$ cat src/rtl/dmx_pkg.sv
package dmx_pkg;

    typedef enum logic [1:0] {
        RT_TO_B = 2'd0,
        RT_TO_A = 2'd1,
        RT_HOLD = 2'd2
    } route_st_e;

    typedef struct packed {
        logic vld;
        logic to_a;
        logic ovr;
    } smp_tag_t;

endpackage

$ cat src/rtl/dmx_code_fmt.sv
module dmx_code_fmt #(
    parameter int unsigned DW = 10
) (
    input  logic [DW-1:0] raw,
    input  logic          over_hi,
    input  logic          under_lo,
    input  logic          twos,
    output logic [DW-1:0] code,
    output logic          ovr
);
    localparam logic [DW-1:0] CODE_TOP = {DW{1'b1}};
    localparam logic [DW-1:0] CODE_BOT = {DW{1'b0}};
    localparam logic [DW-1:0] MSB_FLIP = {1'b1, {(DW-1){1'b0}}};

    logic [DW-1:0] clamped;

    always_comb begin
        if (over_hi) begin
            clamped = CODE_TOP;
        end else if (under_lo) begin
            clamped = CODE_BOT;
        end else begin
            clamped = raw;
        end
        ovr  = over_hi | under_lo;
        code = twos ? (clamped ^ MSB_FLIP) : clamped;
    end
endmodule

$ cat src/rtl/dmx_route_fsm.sv
module dmx_route_fsm
    import dmx_pkg::*;
(
    input  logic clk,
    input  logic rst,
    input  logic sync_hold,
    output logic cap_vld,
    output logic cap_to_a
);
    route_st_e state_q;
    route_st_e state_d;

    always_ff @(posedge clk) begin
        if (rst) begin
            state_q <= RT_TO_B;
        end else begin
            state_q <= state_d;
        end
    end

    always_comb begin
        state_d = state_q;
        if (sync_hold) begin
            state_d = RT_HOLD;
        end else begin
            unique case (state_q)
                RT_TO_B: state_d = RT_TO_A;
                RT_TO_A: state_d = RT_TO_B;
                RT_HOLD: state_d = RT_TO_A;
                default: state_d = RT_TO_B;
            endcase
        end
    end

    always_comb begin
        cap_vld = ~sync_hold;
        unique case (state_q)
            RT_TO_A: cap_to_a = 1'b1;
            RT_TO_B: cap_to_a = 1'b0;
            RT_HOLD: cap_to_a = 1'b0;
            default: cap_to_a = 1'b0;
        endcase
    end
endmodule

$ cat src/rtl/dmx_lat_pipe.sv
module dmx_lat_pipe
    import dmx_pkg::*;
#(
    parameter int unsigned DW    = 10,
    parameter int unsigned DEPTH = 7
) (
    input  logic          clk,
    input  logic          rst,
    input  logic          flush,
    input  logic [DW-1:0] in_dat,
    input  smp_tag_t      in_tag,
    output logic [DW-1:0] main_dat,
    output smp_tag_t      main_tag,
    output logic [DW-1:0] late_dat,
    output smp_tag_t      late_tag
);
    localparam int unsigned MAIN_IX = DEPTH - 2;
    localparam int unsigned LATE_IX = DEPTH - 1;

    logic [DW-1:0] dat_q [DEPTH];
    smp_tag_t      tag_q [DEPTH];

    always_ff @(posedge clk) begin
        if (rst) begin
            for (int s = 0; s < DEPTH; s++) begin
                dat_q[s] <= '0;
                tag_q[s] <= '0;
            end
        end else begin
            dat_q[0] <= in_dat;
            tag_q[0] <= in_tag;
            for (int s = 1; s < DEPTH; s++) begin
                dat_q[s] <= dat_q[s-1];
                if (flush) begin
                    tag_q[s] <= '0;
                end else begin
                    tag_q[s] <= tag_q[s-1];
                end
            end
        end
    end

    assign main_dat = dat_q[MAIN_IX];
    assign main_tag = tag_q[MAIN_IX];
    assign late_dat = dat_q[LATE_IX];
    assign late_tag = tag_q[LATE_IX];
endmodule

$ cat src/rtl/dmx_port_out.sv
module dmx_port_out
    import dmx_pkg::*;
#(
    parameter int unsigned DW = 10
) (
    input  logic          clk,
    input  logic          rst,
    input  logic          freeze,
    input  logic          ilv,
    input  logic [DW-1:0] main_dat,
    input  smp_tag_t      main_tag,
    input  logic [DW-1:0] late_dat,
    input  smp_tag_t      late_tag,
    output logic [DW-1:0] a_q,
    output logic          a_ovr_q,
    output logic [DW-1:0] b_q,
    output logic          b_ovr_q,
    output logic          dclk_q
);
    logic          ld_a;
    logic          ld_b;
    logic [DW-1:0] a_src;
    logic          a_src_ovr;

    always_comb begin
        ld_b = ~freeze & main_tag.vld & ~main_tag.to_a;
        if (ilv) begin
            ld_a      = ~freeze & main_tag.vld & main_tag.to_a;
            a_src     = main_dat;
            a_src_ovr = main_tag.ovr;
        end else begin
            ld_a      = ~freeze & late_tag.vld & late_tag.to_a;
            a_src     = late_dat;
            a_src_ovr = late_tag.ovr;
        end
    end

    always_ff @(posedge clk) begin
        if (rst) begin
            a_q     <= '0;
            a_ovr_q <= 1'b0;
            b_q     <= '0;
            b_ovr_q <= 1'b0;
            dclk_q  <= 1'b0;
        end else begin
            if (ld_a) begin
                a_q     <= a_src;
                a_ovr_q <= a_src_ovr;
            end
            if (ld_b) begin
                b_q     <= main_dat;
                b_ovr_q <= main_tag.ovr;
            end
            if (!freeze && main_tag.vld) begin
                dclk_q <= ~main_tag.to_a;
            end
        end
    end
endmodule

$ cat src/rtl/dmx_demux.sv
module dmx_demux
    import dmx_pkg::*;
#(
    parameter int unsigned DW      = 10,
    parameter int unsigned LAT_ILV = 6
) (
    input  logic          clk,
    input  logic          rst,
    input  logic [DW-1:0] smp_code,
    input  logic          smp_hi,
    input  logic          smp_lo,
    input  logic          fmt_twos,
    input  logic          ilv_mode,
    input  logic          sync_hold,
    output logic [DW-1:0] a_data,
    output logic          a_ovr,
    output logic [DW-1:0] b_data,
    output logic          b_ovr,
    output logic          dclk_out
);
    localparam int unsigned DEPTH = LAT_ILV + 1;

    logic [DW-1:0] fmt_code;
    logic          fmt_ovr;
    logic          cap_vld;
    logic          cap_to_a;
    smp_tag_t      cap_tag;
    logic [DW-1:0] main_dat;
    smp_tag_t      main_tag;
    logic [DW-1:0] late_dat;
    smp_tag_t      late_tag;

    dmx_code_fmt #(.DW(DW)) u_fmt (
        .raw      (smp_code),
        .over_hi  (smp_hi),
        .under_lo (smp_lo),
        .twos     (fmt_twos),
        .code     (fmt_code),
        .ovr      (fmt_ovr)
    );

    dmx_route_fsm u_route (
        .clk       (clk),
        .rst       (rst),
        .sync_hold (sync_hold),
        .cap_vld   (cap_vld),
        .cap_to_a  (cap_to_a)
    );

    always_comb begin
        cap_tag.vld  = cap_vld;
        cap_tag.to_a = cap_to_a;
        cap_tag.ovr  = fmt_ovr;
    end

    dmx_lat_pipe #(.DW(DW), .DEPTH(DEPTH)) u_pipe (
        .clk      (clk),
        .rst      (rst),
        .flush    (sync_hold),
        .in_dat   (fmt_code),
        .in_tag   (cap_tag),
        .main_dat (main_dat),
        .main_tag (main_tag),
        .late_dat (late_dat),
        .late_tag (late_tag)
    );

    dmx_port_out #(.DW(DW)) u_out (
        .clk      (clk),
        .rst      (rst),
        .freeze   (sync_hold),
        .ilv      (ilv_mode),
        .main_dat (main_dat),
        .main_tag (main_tag),
        .late_dat (late_dat),
        .late_tag (late_tag),
        .a_q      (a_data),
        .a_ovr_q  (a_ovr),
        .b_q      (b_data),
        .b_ovr_q  (b_ovr),
        .dclk_q   (dclk_out)
    );
endmodule

$ cat config.mk
export PLATFORM = sky130hd
export DESIGN_NAME = dmx_demux
export DESIGN_NICKNAME = d
export VERILOG_FILES = /design/src/rtl/dmx_pkg.sv /design/src/rtl/dmx_code_fmt.sv /design/src/rtl/dmx_route_fsm.sv /design/src/rtl/dmx_lat_pipe.sv /design/src/rtl/dmx_port_out.sv /design/src/rtl/dmx_demux.sv
export SDC_FILE = /design/constraint.sdc
export NUM_CORES = 1
export LEC_CHECK = 0
export BUFFER_PORTS_ARGS = -buffer_cell sky130_fd_sc_hd__buf_4
export CORE_MARGIN = 2
export CORE_UTILIZATION = 51
export CTS_CLUSTER_DIAMETER = 50
export DETAILED_ROUTE_END_ITERATION = 7
export GPL_ROUTABILITY_DRIVEN = 0
export PLACE_DENSITY = 0.75
export SLEW_MARGIN = 10
export SYNTH_ARGS = -nofsm -noshare
export SYNTH_HDL_FRONTEND = slang
export SYNTH_SLANG_ARGS = --single-unit
$ cat constraint.sdc
create_clock -name clk -period 1.3 [get_ports clk]
set_input_delay 0.065 -clock clk [delete_from_list [all_inputs] [get_ports clk]]
set_output_delay 0.065 -clock clk [all_outputs]
set_load 0.03 [all_outputs]
==> Word level (Yosys, flattened, before mapping) <==
Memory sizes are Yosys's and may differ from the RTL's.
Cells that the tools add are included.
{ "classes": {"eq_ne": 2, "n_mux": 38, "bitwise_logic": 29, "reduce_logical": 5} }
{ "ops": {"columns": ["operator", "count"], "rows": [
  ["$mux 10", 11],
  ["$mux 3", 13],
  ["$or 1x1->1", 21],
  ["$mux 1", 13],
  ["$and 1x1->1", 5],
  ["$reduce_or 2->1", 2],
  ["$not 1->1", 3],
  ["$eq 2x1->1 const B", 1],
  ["$eq 2x2->1 const B", 1],
  ["$logic_not 2->1", 1],
  ["$mux 2", 1],
  ["$logic_and 1x1->1", 1],
  ["$logic_not 1->1", 1]
]} }
{ "word_totals": {"reg_bits": 25, "ram_bits": 91, "input_bits": 17, "output_inout_bits": 23, "memories": 2} }
{ "mem_list": {"columns": ["memory", "words", "word_bits", "read_ports", "rd_ports_with_merged_regs", "wr", "line_no", "rtl"], "rows": [
  ["u_pipe.dat_q", 7, 10, 7, 0, 7, "dmx_lat_pipe.sv:20", "logic [DW-1:0] dat_q [DEPTH];"],
  ["u_pipe.tag_q", 7, 3, 7, 0, 7, "dmx_lat_pipe.sv:21", "smp_tag_t tag_q [DEPTH];"]
]} }

==> Depth between registers and ports, before layout <==
Gate-level depths: netlist (run 1).
{ "depth": {"depth_word": 5, "ltp_mapped": 5, "ltp_nobuf": 3} }

==> By module <==
From an unflattened synthesis (run 1), not the netlist that was laid out.
{ "unflattened": {"cells_unflattened": 328, "hier_area_um2": 4070.2} }
{ "modules_own_cells": {"columns": ["module", "n_inst", "cells_each", "area_each_um2", "seq_area_each_um2"], "rows": [
  ["dmx_lat_pipe", 1, 201, 2813.9, 2001.9],
  ["dmx_port_out", 1, 107, 1069.8, 460.4],
  ["dmx_code_fmt", 1, 14, 117.6, 0.0],
  ["dmx_route_fsm", 1, 6, 68.8, 40.0]
]} }

==> Worst setup path before layout (run 1) <==
No wires, ideal clock.
{ "synth_path": {"path_kind": "reg-to-reg", "from": "mem u_pipe.tag_q[2][4] (netlist bit)", "to": "reg u_out.b_q[9]", "setup_time_ns": 0.128, "arrival_ns": 1.088, "t_required_ns": 1.172, "setup_slack_ns": 0.085, "stages_incl_launch_ff": 5, "path_buffers": 1, "synth_period_minus_slack_ns": 1.215, "path_cell_list": "edfxtp_1 -> nor3b_4 -> buf_6 -> mux2i_1 -> nor2_1"} }
{ "synth_rtl": {"columns": ["element", "line_no", "rtl"], "rows": [
  ["start: declaration", "dmx_lat_pipe.sv:21", null],
  ["end signal: assignment", "dmx_port_out.sv:51", "b_q <= main_dat;"],
  ["end: declaration", "dmx_port_out.sv:16", "output logic [DW-1:0] b_q,"]
]} }

==> results of run 1 <==
## worst register-to-register path, delay by kind of cell (launching register included)
family                 cells  cell delay [ns]
DFF                        1             0.46
muxes                      1             0.23
and+or+nand+nor            2             0.32
buffers and inverters      1             0.18
## cell usage after synthesis
library cell | number | area [µm²]
nor3b_1 | 1 | 7.51
a21oi_1 | 10 | 50.1
dfxtp_1 | 98 | 1960
and4bb_1 | 1 | 12.5
nand3_1 | 1 | 5.00
nor3_1 | 4 | 20.0
clkinv_1 | 1 | 3.75
buf_4 | 3 | 22.5
clkbuf_1 | 8 | 30.0
nor3b_4 | 1 | 18.8
edfxtp_1 | 18 | 541
buf_2 | 6 | 30.0
conb_1 | 1 | 3.75
and2b_1 | 2 | 15.0
and4b_1 | 1 | 10.0
a211oi_2 | 10 | 125
nand2b_1 | 1 | 6.26
buf_1 | 1 | 3.75
nor3_2 | 10 | 100
and2_1 | 18 | 113
mux2i_1 | 11 | 110
a211oi_1 | 12 | 90.1
o21a_1 | 1 | 7.51
nor2_1 | 23 | 86.3
nand2_1 | 1 | 3.75
nor2_2 | 1 | 6.26
buf_6 | 3 | 33.8
o21ai_0 | 1 | 5.00
nor2b_1 | 71 | 444
## timing repair
action                                 4_1_cts  5_1_grt
hold buffers                                25        0
buffers inserted                             1        0
endpoints found under the hold margin       15        0
gates resized for setup                      2        6
pin swaps                                    0        1
setup endpoints to repair                   12       14
## cell usage in the layout, fill, tap and decap left out, types with 2 or more instances in the layout
cell type	count
buf_12	2
and2_1	18
clkinv_2	5
dfxtp_1	98
nor3_1	3
buf_4	42
conb_1	18
inv_4	3
clkbuf_1	2
and2b_1	2
a21oi_1	10
clkbuf_16	18
dlygate4sd3_1	25
nor3_2	11
nor2b_1	70
a211oi_2	11
edfxtp_1	18
a211oi_1	11
nor2_1	23
mux2i_1	10
clkbuf_8	3
## registers in the layout (all words and copies together), names as in the netlist
signal,flops
u_out.a_q,10
u_pipe.dat_q,70
u_route.state_q,2
u_out.b_q,10
u_out.dclk_q,1
u_pipe.tag_q,21
u_out.b_ovr_q,1
u_out.a_ovr_q,1
## path summary, 6_finish.rpt
check | to | cells past startpoint | start
worst max-delay path | u_out.b_q[7] | 4 | u_pipe.tag_q[2][4]
worst min-delay path | u_pipe.dat_q[0][9] | 4 | smp_code[9]
worst max register to register | u_out.b_q[7] | 4 | u_pipe.tag_q[2][4]
worst min register to register | u_route.state_q[0] | 1 | u_route.state_q[0]
## cells by family after synthesis
kind of cell	count (synthesis)
flops	116
compound gates	34
simple gates	136
buf+inv	22
mux	11
other cells	1
## cell type report
class	instances	area (µm²)	area share [%]
Multi-Input combinational cell	199	1320	25.9
Tap cell	99	124	2.42
Timing Repair Buffer	70	617	12.1
Sequential cell	116	2500	48.9
Inverter	1	3.75	0.0734
Clock inverter	8	43.8	0.856
Clock buffer	23	499	9.76
## metrics by stage
stage / cell area [µm²] / worst slack (ns) / total power [W] / instances
after floorplan: 3930 / 0.0847 / 0.00411 / 337
final: 5110 / -0.0110 / 0.00831 / 516
after global placement: 4290 / -0.0863 / 0.00420 / 459
after CTS: 5090 / 0.0144 / 0.00839 / 516
after global routing: 5110 / -0.0486 / 0.00864 / 516
after detailed placement: 4290 / -0.121 / 0.00422 / 459
## where the power goes
group          switching [W]  leakage (nW)  internal [W]
clock network        0.00145         0.279       0.00264
logic               0.000218         0.806      0.000211
registers          0.0000337         0.984       0.00376
total                0.00170          2.07       0.00661
## metal layers
layer	vias up	global-route usage, %
li1	1219	-
met1	1078	18.1
met2	46	26.9
met3	12	5.73
met4	0	8.84
met5	-	0
==> flow_summary.yaml, run 1 <==
route:
  drt-wirelength-per-cell_um: 11.9
  wl_met2_um: 3080
  viasPerCell: 4.56
  via_count: 2355
  routed_wl_um: 6140
  drcViolationCount: 0
  drtPass1Iterations: 4
  detail-route-antenna-nets: 0
  top_layer: "met4"
  met1Wirelength_um: 2680
  wl_met3_um: 240
  first_iter_violations: 54
global_route:
  grt_pass1_vias: 2288
  grt_pass1_wl_um: 10400
  antenna_found_initial: 0
  grt_max_degree: 98
  grt_usage_pct: 16.2
  overflow: 0
sta:
  fin_crit_ns: 1.31
  worstMarginPinSlew_ns: 0.535
  rsz0062_at_grt: "yes"
  fin_ws_ns: -0.0110
  relSlewSlack_pct: 64.3
  min_period_over_period_pct: 101
  max_clock_freq_mhz: 763
  hold_viol_final: 0
  tns_ns: -0.0110
  setup_viol: 1
  hold_slack_ns: 0.0530
  slew_viol_final: 0
  skew_ns: 0.00689
critical_path:
  path_class: "reg2reg"
  worst-path-max-fanout: 12
  path_delay_family: "flip-flops"
  cpMaxStageDelayCell: "edfxtp_1"
  path_cells: "nor3b_4 > buf_12 > mux2i_2 > nor2_1"
  critPathCaptureType: "flip-flop"
  startpoint_type: "flip-flop"
  crit_arrival_ns: 1.68
  critPathMaxStageDelay_ns: 0.46
  timing.reg2reg.setup_slack_ns: -0.01
  critPathRequiredTime_ns: 1.66
  path_buf_inv: 1
status:
  violations: "setup timing"
  outcome: "finished, violations left"
logic_synthesis:
  syn_inst: 320
  synthMuxAreaShare_pct: 2.85
  synth_cell_types: 29
  synth_top_family_by_area: "simple AND/OR/NAND/NOR gates"
  ys_seq_elements: 116
  synthXorXnorAreaFrac_pct: 0
  synthSimpleGateAreaFrac_pct: 21.9
  syn_area_um2: 3870
  ys_warn_count: 0
  seq_area_frac_synth_pct: 64.7
  syn_area_per_cell_um2: 12.1
  synth_compound_area_share_pct: 7.18
  synthAdderAreaFrac_pct: 0
finish:
  n_antenna_cell: 0
  fin_nets: 422
  area_growth_pct: 32.3
  final_layout_size_suffix_gt1_share_pct: 24.5
  num-fill-cells: 518
  fin_util_pct: 70.1
floorplanning:
  start_util_pct: 53.0
  core_um2: 7290
  die_w_um: 91.1
  die_area_um2: 8290
  die_h_um: 91.1
  io_pins: 40
  rows: 31
cts:
  insertion_delay_ns: 0.49
  clock-root-buffer: "clkbuf_8"
  htree_levels: 4
  path_clk_slew_ns: 0.05
  cts.sinks: 116
  cts_buffers: 17
  cts_tree: "done"
  cts_buffer_depth: 2
flow_run:
  drv_cap: 0
pwr:
  power_density_nw_per_um2: 1630
  leakagePower_nw: 2.07
  peakVddDrop_mv: 1.01
min_path:
  hold_path.class: "in2reg"
placement:
  port-buffer-count: 39
  dp_hpwl_um: 3330
Note: power is estimated with default switching activity, not from simulation.
==> inputs of run 2 (changes only) <==
--- a/config.mk
+++ b/config.mk
@@ -6,12 +6,13 @@
 export NUM_CORES = 1
 export LEC_CHECK = 0
 export BUFFER_PORTS_ARGS = -buffer_cell sky130_fd_sc_hd__buf_4
+export CORE_ASPECT_RATIO = 2
 export CORE_MARGIN = 2
-export CORE_UTILIZATION = 51
+export CORE_UTILIZATION = 57
 export CTS_CLUSTER_DIAMETER = 50
 export DETAILED_ROUTE_END_ITERATION = 7
 export GPL_ROUTABILITY_DRIVEN = 0
-export PLACE_DENSITY = 0.75
+export PLACE_DENSITY = 0.8
 export SLEW_MARGIN = 10
 export SYNTH_ARGS = -nofsm -noshare
 export SYNTH_HDL_FRONTEND = slang
==> constraint.sdc (replaced) <==
create_clock -name clk -period 1.4 [get_ports clk]
set_input_delay 0.07 -clock clk [delete_from_list [all_inputs] [get_ports clk]]
set_output_delay 0.07 -clock clk [all_outputs]
set_load 0.1 [all_outputs]
==> run 2 against run 1 <==
Against the previous run:
- the flow now finishes without violations
- count of clock-buffer cells in the layout increased by 2
- critical path depth increased by 1
- flip-flop and latch count unchanged
- clock power increased by 4%
- utilization increased by 8.9 points
- via count increased by 3.1%
- register-to-register slack improved by 0.02 ns
- sequential share of layout area decreased by 0.71 points
- non-clock buffer count increased by 1
- critical path type unchanged
==> flow_summary.yaml, run 2 (synthesis gave the netlist of run 1 again) <==
sta:
  max_clock_freq_mhz: 720
  worstMarginPinSlew_ns: 0.530
  setup_viol: 0
  skew_ns: 0.00817
  hold_viol_final: 0
  relSlewSlack_pct: 64.6
  min_period_over_period_pct: 99.3
  fin_crit_ns: 1.39
  slew_viol_final: 0
  rsz0062_at_grt: "yes"
  hold_slack_ns: 0.0448
critical_path:
  cpMaxStageDelayCell: "edfxtp_1"
  critPathRequiredTime_ns: 1.68
  path_cells: "nor3b_4 > buf_6 > clkbuf_16 > mux2i_4 > nor2_1"
  r2r-start: "u_pipe.tag_q[2][4]"
  critPathMaxStageDelay_ns: 0.48
  critPathCaptureType: "flip-flop"
  crit_start: "u_pipe.tag_q[2][4]"
  timing.reg2reg.setup_slack_ns: 0.01
  worst-path-max-fanout: 5
  crit_arrival_ns: 1.67
  startpoint_type: "flip-flop"
  path_class: "reg2reg"
route:
  via_count: 2428
  drtPass1Iterations: 4
  drcViolationCount: 0
  first_iter_violations: 107
  detail-route-antenna-nets: 0
  routed_wl_um: 6900
  drt-wirelength-per-cell_um: 13.6
  viasPerCell: 4.79
cts:
  insertion_delay_ns: 0.40
  cts_buffer_depth: 2
  cts.sinks: 116
  clock-root-buffer: "clkbuf_16"
  cts_buffers: 17
  path_clk_slew_ns: 0.05
  cts_tree: "done"
  htree_levels: 4
placement:
  port-buffer-count: 39
  dp_hpwl_um: 3690
  place_area_um2: 4280
floorplanning:
  rows: 42
  die_w_um: 62.2
  die_h_um: 120
  io_pins: 40
  core_um2: 6570
  start_util_pct: 58.9
  die_area_um2: 7500
min_path:
  hold_path.class: "in2reg"
  hp-start: "sync_hold"
pwr:
  peakVddDrop_mv: 1.20
  leakagePower_nw: 2.11
  total_power_w: 0.00826
  power_density_nw_per_um2: 1590
finish:
  top_register: "u_pipe.dat_q"
  reg_top3: "u_pipe.dat_q: 70 flops, u_pipe.tag_q: 21 flops"
  final_layout_size_suffix_gt1_share_pct: 24.8
  num-fill-cells: 382
  fin_nets: 423
  final_common_cell: "dfxtp_1"
  area_growth_pct: 34.2
  layout_common_cells: "98 x dfxtp_1, 71 x nor2b_1, 43 x buf_4"
  stdcell_area_um2: 5190
  n_antenna_cell: 0
  largest_reg_flops: 70
status:
  outcome: "finished clean"
global_route:
  antenna_found_initial: 0
  grt_pass1_wl_um: 11500
  grt_max_degree: 98
  grt_pass1_vias: 2525
  overflow: 0
  grt_usage_pct: 20.6
flow_run:
  drv_cap: 0
-- run 2: worst paths after layout --
path,endpoint,depth (start not counted)
min,u_pipe.tag_q[0][2],2
max,u_out.b_q[4],5
max reg2reg,u_out.b_q[4],5
min reg2reg,u_pipe.tag_q[0][1],1
-- run 2: cell type report --
class	instances	area, µm²	share of cell area [%]
Sequential cell	116	2500	48.2
Multi-Input combinational cell	199	1320	25.5
Clock inverter	7	63.8	1.23
Timing Repair Buffer	71	639	12.3
Tap cell	88	110	2.12
Clock buffer	25	548	10.6
Inverter	1	3.75	0.0723
-- run 2: power breakdown --
part	switching, W	internal [W]
registers	0.0000336	0.00349
logic	0.000285	0.000198
clock network	0.00137	0.00287
total	0.00169	0.00657
-- run 2: critical path, delay by kind of cell, from the launching register on --
kind	cells	cell delay (ns)
buf+inv	2	0.31
flops	1	0.48
mux	1	0.21
simple gates	2	0.26
-- run 2: routing by layer --
metal	GRT usage [%]	vias to the layer above	share of wire (%)
met3	8.19	11	3.6
met4	11.7	0	2.0
li1	-	1217	-
met2	36.9	54	57
met5	0	-	0
met1	19.7	1146	38
-- run 2: metrics by stage --
stage / setup TNS [ns] / worst slack [ns] / utilization (%) / instances
2_1_floorplan: 0 / 0.0413 / - / 337
3_3_place_gp: -0.0103 / -0.0103 / 65.1 / 448
3_5_place_dp: -0.297 / -0.0542 / 65.1 / 448
4_1_cts: -0.0114 / -0.0106 / 78.4 / 505
5_1_grt: -0.0812 / -0.0239 / 79.0 / 507
6_report: 0 / 0.0104 / 79.0 / 507
-- run 2: timing repair --
action | in CTS | in global routing
gates resized for setup | 3 | 3
endpoints found under the setup margin | 17 | 16
hold buffers | 24 | 0
pin swaps | 1 | 1
gates cloned | 0 | 1
hold endpoints to repair | 14 | 0
buffers inserted | 1 | 1
